==> src/rtl/wba_pkg.sv <==
package wba_pkg;

    localparam int unsigned DEF_NUM_BUF = 8;
    localparam int unsigned DEF_NUM_SRC = 16;
    localparam int unsigned DEF_QSLOTS  = 16;

    // how the buffer of the current request was chosen
    typedef enum logic [1:0] {
        SEL_NONE   = 2'd0,
        SEL_AFFINE = 2'd1,
        SEL_FRESH  = 2'd2
    } sel_e;

    // counter width able to hold 0..depth
    function automatic int unsigned cnt_width(int unsigned depth);
        return $clog2(depth + 1);
    endfunction

endpackage

==> src/rtl/wba_lowest_free.sv <==
module wba_lowest_free #(
    parameter int unsigned NUM_BUF = wba_pkg::DEF_NUM_BUF,
    parameter int unsigned BUF_W   = $clog2(NUM_BUF)
) (
    input  logic [NUM_BUF-1:0] free_vec,
    output logic               found,
    output logic [BUF_W-1:0]   idx
);
    // scan downward so the lowest set bit wins
    always_comb begin
        found = 1'b0;
        idx   = '0;
        for (int i = NUM_BUF - 1; i >= 0; i--) begin
            if (free_vec[i]) begin
                found = 1'b1;
                idx   = BUF_W'(i);
            end
        end
    end
endmodule

==> src/rtl/wba_occupancy.sv <==
module wba_occupancy #(
    parameter int unsigned NUM_BUF = wba_pkg::DEF_NUM_BUF,
    parameter int unsigned QSLOTS  = wba_pkg::DEF_QSLOTS,
    parameter int unsigned BUF_W   = $clog2(NUM_BUF),
    parameter int unsigned SLOT_W  = $clog2(QSLOTS),
    parameter int unsigned CNT_W   = wba_pkg::cnt_width(QSLOTS)
) (
    input  logic                            clk,
    input  logic                            rst,
    input  logic                            acc_valid,
    input  logic [BUF_W-1:0]                acc_buf,
    input  logic [SLOT_W-1:0]               acc_slot,
    input  logic                            ret_valid,
    input  logic [BUF_W-1:0]                ret_buf,
    output logic [NUM_BUF-1:0]              busy,
    output logic [NUM_BUF-1:0]              full,
    output logic [NUM_BUF-1:0]              freed,
    output logic [NUM_BUF-1:0][SLOT_W-1:0]  last_slot
);
    localparam logic [CNT_W-1:0] CNT_MAX = CNT_W'(QSLOTS);

    for (genvar g = 0; g < NUM_BUF; g++) begin : g_buf
        logic [CNT_W-1:0]  cnt_q;
        logic [CNT_W-1:0]  cnt_d;
        logic [SLOT_W-1:0] slot_q;
        logic              inc;
        logic              dec;

        assign inc = acc_valid && (acc_buf == BUF_W'(g));
        assign dec = ret_valid && (ret_buf == BUF_W'(g)) && (cnt_q != '0);

        always_comb begin
            case ({inc, dec})
                2'b10:   cnt_d = cnt_q + 1'b1;
                2'b01:   cnt_d = cnt_q - 1'b1;
                default: cnt_d = cnt_q;
            endcase
        end

        always_ff @(posedge clk) begin
            if (rst) begin
                cnt_q  <= '0;
                slot_q <= '0;
            end else begin
                cnt_q <= cnt_d;
                if (inc) slot_q <= acc_slot;
            end
        end

        assign busy[g]      = (cnt_q != '0);
        assign full[g]      = (cnt_q == CNT_MAX);
        assign freed[g]     = (cnt_q != '0) && (cnt_d == '0);
        assign last_slot[g] = slot_q;
    end
endmodule

==> src/rtl/wba_src_map.sv <==
module wba_src_map #(
    parameter int unsigned NUM_SRC = wba_pkg::DEF_NUM_SRC,
    parameter int unsigned NUM_BUF = wba_pkg::DEF_NUM_BUF,
    parameter int unsigned SRC_W   = $clog2(NUM_SRC),
    parameter int unsigned BUF_W   = $clog2(NUM_BUF)
) (
    input  logic               clk,
    input  logic               rst,
    input  logic               acc_valid,
    input  logic [SRC_W-1:0]   acc_src,
    input  logic [BUF_W-1:0]   acc_buf,
    input  logic [NUM_BUF-1:0] freed,
    input  logic [SRC_W-1:0]   qry_src,
    output logic               hit,
    output logic [BUF_W-1:0]   hit_buf
);
    logic [NUM_SRC-1:0]            vld;
    logic [NUM_SRC-1:0][BUF_W-1:0] bufs;

    for (genvar s = 0; s < NUM_SRC; s++) begin : g_src
        logic             valid_q;
        logic [BUF_W-1:0] buf_q;

        always_ff @(posedge clk) begin
            if (rst) begin
                valid_q <= 1'b0;
                buf_q   <= '0;
            end else if (acc_valid && (acc_src == SRC_W'(s))) begin
                valid_q <= 1'b1;
                buf_q   <= acc_buf;
            end else if (valid_q && freed[buf_q]) begin
                valid_q <= 1'b0;
            end
        end

        assign vld[s]  = valid_q;
        assign bufs[s] = buf_q;
    end

    assign hit     = vld[qry_src];
    assign hit_buf = bufs[qry_src];
endmodule

==> src/rtl/wrbuf_alloc.sv <==
module wrbuf_alloc #(
    parameter int unsigned NUM_BUF = wba_pkg::DEF_NUM_BUF,
    parameter int unsigned NUM_SRC = wba_pkg::DEF_NUM_SRC,
    parameter int unsigned QSLOTS  = wba_pkg::DEF_QSLOTS
) (
    input  logic                       clk,
    input  logic                       rst,
    input  logic                       req_valid,
    input  logic [$clog2(NUM_SRC)-1:0] req_src,
    input  logic [$clog2(QSLOTS)-1:0]  req_slot,
    output logic                       req_ready,
    output logic [$clog2(NUM_BUF)-1:0] grant_buf,
    output logic                       link_valid,
    output logic [$clog2(QSLOTS)-1:0]  link_slot,
    input  logic                       ret_valid,
    input  logic [$clog2(NUM_BUF)-1:0] ret_buf
);
    import wba_pkg::*;

    localparam int unsigned BUF_W  = $clog2(NUM_BUF);
    localparam int unsigned SRC_W  = $clog2(NUM_SRC);
    localparam int unsigned SLOT_W = $clog2(QSLOTS);
    localparam int unsigned CNT_W  = cnt_width(QSLOTS);

    logic [NUM_BUF-1:0]             busy;
    logic [NUM_BUF-1:0]             full;
    logic [NUM_BUF-1:0]             freed;
    logic [NUM_BUF-1:0][SLOT_W-1:0] last_slot;
    logic                           hit;
    logic [BUF_W-1:0]               hit_buf;
    logic                           found;
    logic [BUF_W-1:0]               low_idx;
    logic [BUF_W-1:0]               chosen;
    logic                           accept;
    sel_e                           sel;

    wba_occupancy #(
        .NUM_BUF(NUM_BUF), .QSLOTS(QSLOTS),
        .BUF_W(BUF_W), .SLOT_W(SLOT_W), .CNT_W(CNT_W)
    ) u_occ (
        .clk(clk), .rst(rst),
        .acc_valid(accept), .acc_buf(chosen), .acc_slot(req_slot),
        .ret_valid(ret_valid), .ret_buf(ret_buf),
        .busy(busy), .full(full), .freed(freed), .last_slot(last_slot)
    );

    wba_src_map #(
        .NUM_SRC(NUM_SRC), .NUM_BUF(NUM_BUF), .SRC_W(SRC_W), .BUF_W(BUF_W)
    ) u_map (
        .clk(clk), .rst(rst),
        .acc_valid(accept), .acc_src(req_src), .acc_buf(chosen),
        .freed(freed), .qry_src(req_src),
        .hit(hit), .hit_buf(hit_buf)
    );

    wba_lowest_free #(
        .NUM_BUF(NUM_BUF), .BUF_W(BUF_W)
    ) u_pick (
        .free_vec(~busy), .found(found), .idx(low_idx)
    );

    always_comb begin
        if (hit) begin
            sel       = SEL_AFFINE;
            chosen    = hit_buf;
            req_ready = !full[hit_buf];
        end else if (found) begin
            sel       = SEL_FRESH;
            chosen    = low_idx;
            req_ready = 1'b1;
        end else begin
            sel       = SEL_NONE;
            chosen    = '0;
            req_ready = 1'b0;
        end
    end

    assign accept     = req_valid && req_ready;
    assign grant_buf  = chosen;
    assign link_valid = (sel != SEL_NONE) && busy[chosen];
    assign link_slot  = last_slot[chosen];
endmodule

==> config.mk <==
export PLATFORM = sky130hd
export DESIGN_NAME = wrbuf_alloc
export DESIGN_NICKNAME = d
export VERILOG_FILES = /design/src/rtl/wba_pkg.sv /design/src/rtl/wba_lowest_free.sv /design/src/rtl/wba_occupancy.sv /design/src/rtl/wba_src_map.sv /design/src/rtl/wrbuf_alloc.sv
export SDC_FILE = /design/constraint.sdc
export NUM_CORES = 1
export LEC_CHECK = 0
export ABC_CLOCK_PERIOD_IN_PS = 6300
export BUFFER_PORTS_ARGS = -buffer_cell sky130_fd_sc_hd__buf_2
export CORE_MARGIN = 2
export CORE_UTILIZATION = 55
export CTS_CLUSTER_DIAMETER = 50
export DETAILED_ROUTE_END_ITERATION = 8
export GPL_TIMING_DRIVEN = 0
export PLACE_DENSITY = 0.74
export REMOVE_ABC_BUFFERS = 1
export SETUP_SLACK_MARGIN = 0.1
export SYNTH_ARGS = -nofsm -noshare
export SYNTH_HDL_FRONTEND = slang
export SYNTH_SLANG_ARGS = --single-unit
==> constraint.sdc <==
create_clock -name clk -period 6.3 [get_ports clk]
set_input_delay 1.575 -clock clk [delete_from_list [all_inputs] [get_ports clk]]
set_output_delay 1.575 -clock clk [all_outputs]
set_load 0.005 [all_outputs]
==> reports/metrics.cfg, run 1 <==
[run_status]
status=complete, no violations

[worst_setup_path]
critPathKind=in2out
cp-startpoint=req_src[0]
reg2reg_depth=20
required_ps=4720
startpoint_type=input port
reg2reg_to=u_map.g_src[2].valid_q
end_kind=output port
r2r_start=u_occ.g_buf[4].cnt_q[1]
path_max_fanout=18
crit_arrival_ps=4440
reg2reg_setup_slack_ps=850

[clock_tree]
cts-buffers-inserted=17
ctsHoldBuffers=0
clock_path_buffers=2
cts.sinks=136
cts_tree=done
cts_root_buf=clkbuf_16
cts_max_level=4
path_clk_slew_ps=60
insertion_delay_ps=430

[grt]
antenna_found_initial=0
grt_max_degree=95
overflow=0
grt_pass1_vias=7637
grt_use_total=0.2672
grt_pass1_wl_um=38320

[timing]
min_period_ps=6018
slew_viol_final=0
worst_slew_pin_slew_ps=966.8
hold_slack_ps=478.8
timing.slew.headroom=0.3555
fmax_mhz=166.2
rsz0062_at_grt=true
finClkSkew_ps=10.92
period_share=0.9553
hold_violations=0
setup_viol=0

[power_and_ir_drop]
powerDensity_nw_per_um2=253.4
p_leak_nw=4.226
ir_drop_uv=221.0
finalPower_mw=2.680

[layout]
diodes=0
area_delta_synth_final_pct=14.38
regArea_um2=2723
instances_no_fill=1287
drive_gt1_frac=0.1753
mostFrequentLayoutCell=dfxtp_1
nets=1109
layout_common_cells=dfxtp_1 (136), mux2i_1 (133), nor2_1 (120)
multiInputGateArea_um2=6350
n_fill_cell=1372

[hold_path]
holdPathEnd=u_map.g_src[14].valid_q
hold_path_startpoint=u_map.g_src[14].valid_q
hp-class=reg2reg
holdPathStages=2

[synthesis]
synth_edf_count=0
synth.largest_area_cell=dfxtp_1
syn_area_per_cell_um2=8.935
yosysWarnings=0
synth_ff_type=dfxtp_1
synth.yosys.seq_area_share=0.2944
synth-async-reset-ratio=0
ys_ff_latch=136
syn-instance-count=1035
synth_cell_types=69
syn-cell-area_um2=9248
synth_top_area_share=0.2944
synthTopCellsByArea=dfxtp_1 (29%), mux2i_1 (14%), mux4_2 (5.8%), nor2_1 (5.0%), nand2b_1 (4.7%)

[route]
dr.first_iter.drc_count=763
vias=7921
detail_route.wl_per_cell_um=18.68
drt_wl_total_um=24040
detail_route.vias_per_cell=6.155
drc_errors=0
ant_nets=0
drtPass1Iterations=6

[place]
port_buffers=23
gp_congestion=0.8637
dpl.cell_count=1222
dp_hpwl_um=15080

[job]
max_cap_violations=0

[floorplanning]
die_y_um=133.7
start_util=0.5596
die_w_um=133.7
fp-row-count=47
core_um2=16520
io_pins=24
die-area_um2=17870

-- Yosys cell counts, types with 5 or more instances --
cell,count
o21ai_0,19
inv_1,55
clkbuf_1,38
a21o_1,18
nand2b_1,69
nor2b_1,20
nor3_1,24
a31oi_1,11
or2_2,6
nand3b_1,11
nor2_1,122
o31ai_1,5
nand3_1,36
a2111oi_0,5
mux2_2,8
and2_1,6
mux2i_1,133
fa_1,8
ha_1,32
a22oi_1,6
mux4_2,24
nor4_1,12
dfxtp_1,136
buf_2,8
a211oi_1,18
xnor2_1,6
xor2_1,13
a21oi_1,50
nand4_4,5
nand2_1,28
o2111ai_1,10
nand4_1,12
and3_1,10
-- per-stage QoR --
stage               instance area, um^2  setup WS (ps)    util  TNS, ps
global placement                   9339          -2805  0.5652   -51840
finish                            10580          281.9  0.6401        0
detailed placement                 9369          -2850  0.5670   -50100
CTS                               10320          102.3  0.6247        0
global route                      10580          47.56  0.6401        0
floorplan                          8949         -530.7       -    -5670
-- area by class of cell --
| type | count | area share |
|---|---|---|
| clock inverters | 14 | 0.01632 |
| repair buffers | 55 | 0.03856 |
| well taps | 220 | 0.02602 |
| clock buffers | 18 | 0.04152 |
| multi-input cells | 788 | 0.6003 |
| inverters | 56 | 0.01987 |
| flip-flops and latches | 136 | 0.2574 |
-- repair_timing --
| action | 4_1_cts | 5_1_grt |
|---|---|---|
| cloned | 1 | 1 |
| endpoints found under the setup margin | 34 | 18 |
| setup buffers | 23 | 8 |
| gates resized for setup | 34 | 38 |
| pin swaps | 7 | 7 |
| hold endpoints to repair | 0 | 0 |
-- how the worst max path moves through the flow --
stage | to
after detailed placement | u_map.g_src[8].valid_q
after global routing | u_map.g_src[12].valid_q
final | link_valid
after CTS | u_map.g_src[12].valid_q
after global placement | u_map.g_src[8].valid_q
after floorplan | u_map.g_src[0].valid_q
-- metal layers --
| metal | GRT usage | wire length, um |
|---|---|---|
| met5 | 0 | 0 |
| met4 | 0.1123 | 633 |
| met3 | 0.04947 | 1511 |
| met2 | 0.4384 | 11550 |
| met1 | 0.3468 | 10350 |
-- kinds of logic after synthesis --
kind of cell	share of synthesized area
mux	0.2122
xor+xnor	0.01799
simple gates	0.2329
fa+ha+maj	0.06061
buf+inv	0.05507
compound gates	0.1269
flops	0.2944
-- worst max-delay path, cell delays in order --
cell and delay [ps]:
buf_12 160, mux4_2 540, a22oi_2 190, and3_4 260, a21oi_1 90, a21oi_4 210
buf_4 210, clkinv_1 310, a211oi_1 290, a311oi_1 80, a211oi_1 340, buf_2 180
-- power breakdown --
| part | internal [mW] | switching (mW) | total (mW) |
|---|---|---|---|
| sequential | 0.890 | 0.0276 | 0.918 |
| combinational | 0.299 | 0.418 | 0.717 |
| clock | 0.635 | 0.410 | 1.05 |
-- registers in the layout, summed over array words and instances, names as in the netlist --
name                 cells
u_map.g_src.valid_q     16
u_occ.g_buf.cnt_q       40
u_occ.g_buf.slot_q      32
u_map.g_src.buf_q       48
Power figures use the tool's default switching activity.
==> run 2: changes to the inputs <==
--- a/config.mk
+++ b/config.mk
@@ -7,11 +7,13 @@
 export LEC_CHECK = 0
 export ABC_CLOCK_PERIOD_IN_PS = 6300
 export BUFFER_PORTS_ARGS = -buffer_cell sky130_fd_sc_hd__buf_2
+export CAP_MARGIN = 20
 export CORE_MARGIN = 2
 export CORE_UTILIZATION = 55
 export CTS_CLUSTER_DIAMETER = 50
 export DETAILED_ROUTE_END_ITERATION = 8
 export GPL_TIMING_DRIVEN = 0
+export MAX_ROUTING_LAYER = met4
 export PLACE_DENSITY = 0.74
 export REMOVE_ABC_BUFFERS = 1
 export SETUP_SLACK_MARGIN = 0.1
==> run 2 against run 1 <==
Final cell count stayed put. Cell area fell by 0.15%. Largest power group unchanged. Count of clock-buffer cells in the layout decreased by 1. Maximum frequency is 1.6% lower. Flip-flop and latch count did not move. Non-clock buffer count increased by 2. Clock power hardly changed.
==> reports/metrics.cfg, run 2 (synthesis results as in run 1) <==
[floorplanning]
start_util=0.5596  ; unchanged
core_um2=16520  ; unchanged
die_y_um=133.7  ; unchanged
io_pins=24  ; unchanged
die_w_um=133.7  ; unchanged
fp-row-count=47  ; unchanged
die-area_um2=17870  ; unchanged

[layout]
diodes=0  ; unchanged
largest_reg_flops=48  ; unchanged
reg_top3=u_map.g_src.buf_q (48), u_occ.g_buf.cnt_q (40), u_occ.g_buf.slot_q (32)  ; unchanged
area_delta_synth_final_pct=14.21  ; was 14.38%
utilization=0.6391  ; was 0.6401
layout_common_cells=dfxtp_1 (136), mux2i_1 (133), nor2_1 (122)  ; was dfxtp_1 (136), mux2i_1 (133), nor2_1 (120)
nets=1109  ; unchanged
mostFrequentLayoutCell=dfxtp_1  ; unchanged
n_fill_cell=1337  ; was 1372
drive_gt1_frac=0.1706  ; was 0.1753
max_flop_register=u_map.g_src.buf_q  ; unchanged

[power_and_ir_drop]
swShare=0.3287  ; was 0.3193
switchingPower_mw=0.8754  ; was 0.8559 mW
pwr-share-clk=0.382  ; was 0.390
ir_drop_uv=222.2  ; was 221.0 uV
powerDensity_nw_per_um2=252.2  ; was 253.4 nW/um^2
finalPower_mw=2.663  ; was 2.680 mW
combPwrFrac=0.273  ; was 0.267
p_leak_nw=4.206  ; was 4.226 nW
intPower_mw=1.788  ; was 1.824 mW
seq_power_share=0.344  ; was 0.343

[timing]
hold_violations=0  ; unchanged
setup_viol=0  ; unchanged
fin_setup_tns_ps=0  ; unchanged
min_period_ps=6119  ; was 6018 ps
slew_viol_final=0  ; unchanged
finClkSkew_ps=6.613  ; was 10.92 ps
period_share=0.9713  ; was 0.9553
fmax_mhz=163.4  ; was 166.2 MHz
worst_slew_pin_slew_ps=927.2  ; was 966.8 ps
rsz0062_at_grt=true  ; unchanged
timing.slew.headroom=0.3818  ; was 0.3555

[run_status]
status=complete, no violations  ; unchanged

[clock_tree]
path_clk_slew_ps=60  ; about the same
insertion_delay_ps=430  ; about the same
cts_root_buf=clkbuf_16  ; unchanged
cts_tree=done  ; unchanged
clock_path_buffers=2  ; unchanged
cts_max_level=4  ; unchanged
cts-buffers-inserted=17  ; unchanged
cts.sinks=136  ; unchanged

[route]
drt_wl_total_um=23960  ; was 24040 um
detail_route.wl_per_cell_um=18.61  ; was 18.68 um
drtPass1Iterations=8  ; was 6
ant_nets=0  ; unchanged
dr.first_iter.drc_count=664  ; was 763
drc_errors=0  ; unchanged
vias=8001  ; was 7921
detail_route.vias_per_cell=6.217  ; was 6.155

[grt]
grt_pass1_wl_um=38300  ; was 38320 um
grt_max_degree=95  ; unchanged
grt_pass1_vias=7743  ; was 7637
grt_use_total=0.2751  ; was 0.2672
overflow=0  ; unchanged
antenna_found_initial=0  ; unchanged

[worst_setup_path]
end_kind=output port  ; unchanged
critPathKind=in2out  ; unchanged
startpoint_type=input port  ; unchanged
path_max_fanout=18  ; unchanged
required_ps=4720  ; about the same
crit_arrival_ps=4540  ; was 4440 ps

[hold_path]
hp-class=reg2reg  ; unchanged

[place]
dp_hpwl_um=15110  ; was 15080 um
port_buffers=23  ; unchanged
gp_congestion=0.8777  ; was 0.8637

[job]
max_cap_violations=0  ; unchanged

==> run 2: changes by cell type in the layout (fill, tap and decap cells not counted), sizes merged <==
cell      previous run  this run
clkinv               8         2
clkinvlp             2         7
inv                 57        60
buf                 55        57
and3                11        10
bufinv               3         2
clkbuf              18        17
or2                  8         7
==> run 2: power groups by stage <==
stage	logic (mW)	clock network (mW)	registers, mW
6_report	0.727	1.02	0.917
5_1_grt	0.775	1.06	0.921
4_1_cts	0.671	1.03	0.917
3_5_place_dp	0.603	0	0.936
3_3_place_gp	0.584	0	0.935
2_1_floorplan	0.412	0	0.928
==> run 2: per-layer routing <==
layer	up-vias	GRT usage	routed length [um]
li1	3788	-	-
met3	72	0.05365	1449
met1	3816	0.3393	10290
met2	325	0.4424	11480
met5	-	-	0
met4	0	0.1152	739
==> run 2: final cells by class <==
cell class | count | area (um^2) | area share
Multi-Input combinational cell | 786 | 6312 | 0.5977
Inverter | 56 | 214.0 | 0.02026
Sequential cell | 136 | 2723 | 0.2578
Clock inverter | 15 | 168.9 | 0.01599
Clock buffer | 17 | 425.4 | 0.04028
Tap cell | 220 | 275.3 | 0.02606
Timing Repair Buffer | 57 | 442.9 | 0.04194
==> run 2: timing repair <==
action                                  CTS  global route
endpoints found under the hold margin     0             0
resized for setup                        33            35
pin swaps                                 7            12
hold buffers                              0             0
buffers inserted                         21            11
endpoints found under the setup margin   25            17
==> run 2: path summary, 6_finish.rpt <==
kind	to	slack, ps	startpoint	depth (start not counted)
max	link_valid	180	req_src[0]	12
min	u_map.g_src[14].valid_q	480	u_map.g_src[14].valid_q	2
max reg2reg	u_map.g_src[7].valid_q	860	u_occ.g_buf[4].cnt_q[0]	19
min reg2reg	u_map.g_src[14].valid_q	480	u_map.g_src[14].valid_q	2
==> run 2: critical path: stages <==
cell and delay (ps):
buf_12 160, mux4_2 520, a22oi_1 200, and3_4 290, a21oi_1 80, a21oi_4 180
buf_4 270, clkinv_1 350, a211oi_1 280, a311oi_1 80, a211oi_1 360, buf_2 180
==> run 2: per-stage QoR <==
stage | setup slack, ps | hold WS [ps] | area (um^2) | std cells
after floorplan | -530.7 | 447.7 | 8949 | 978
after global placement | -2805 | 469.5 | 9339 | 1221
after detailed placement | -2436 | 473.3 | 9397 | 1223
after CTS | 108.6 | 481.8 | 10320 | 1276
after global routing | 45.99 | 512.6 | 10560 | 1287
final | 181.1 | 479.5 | 10560 | 1287
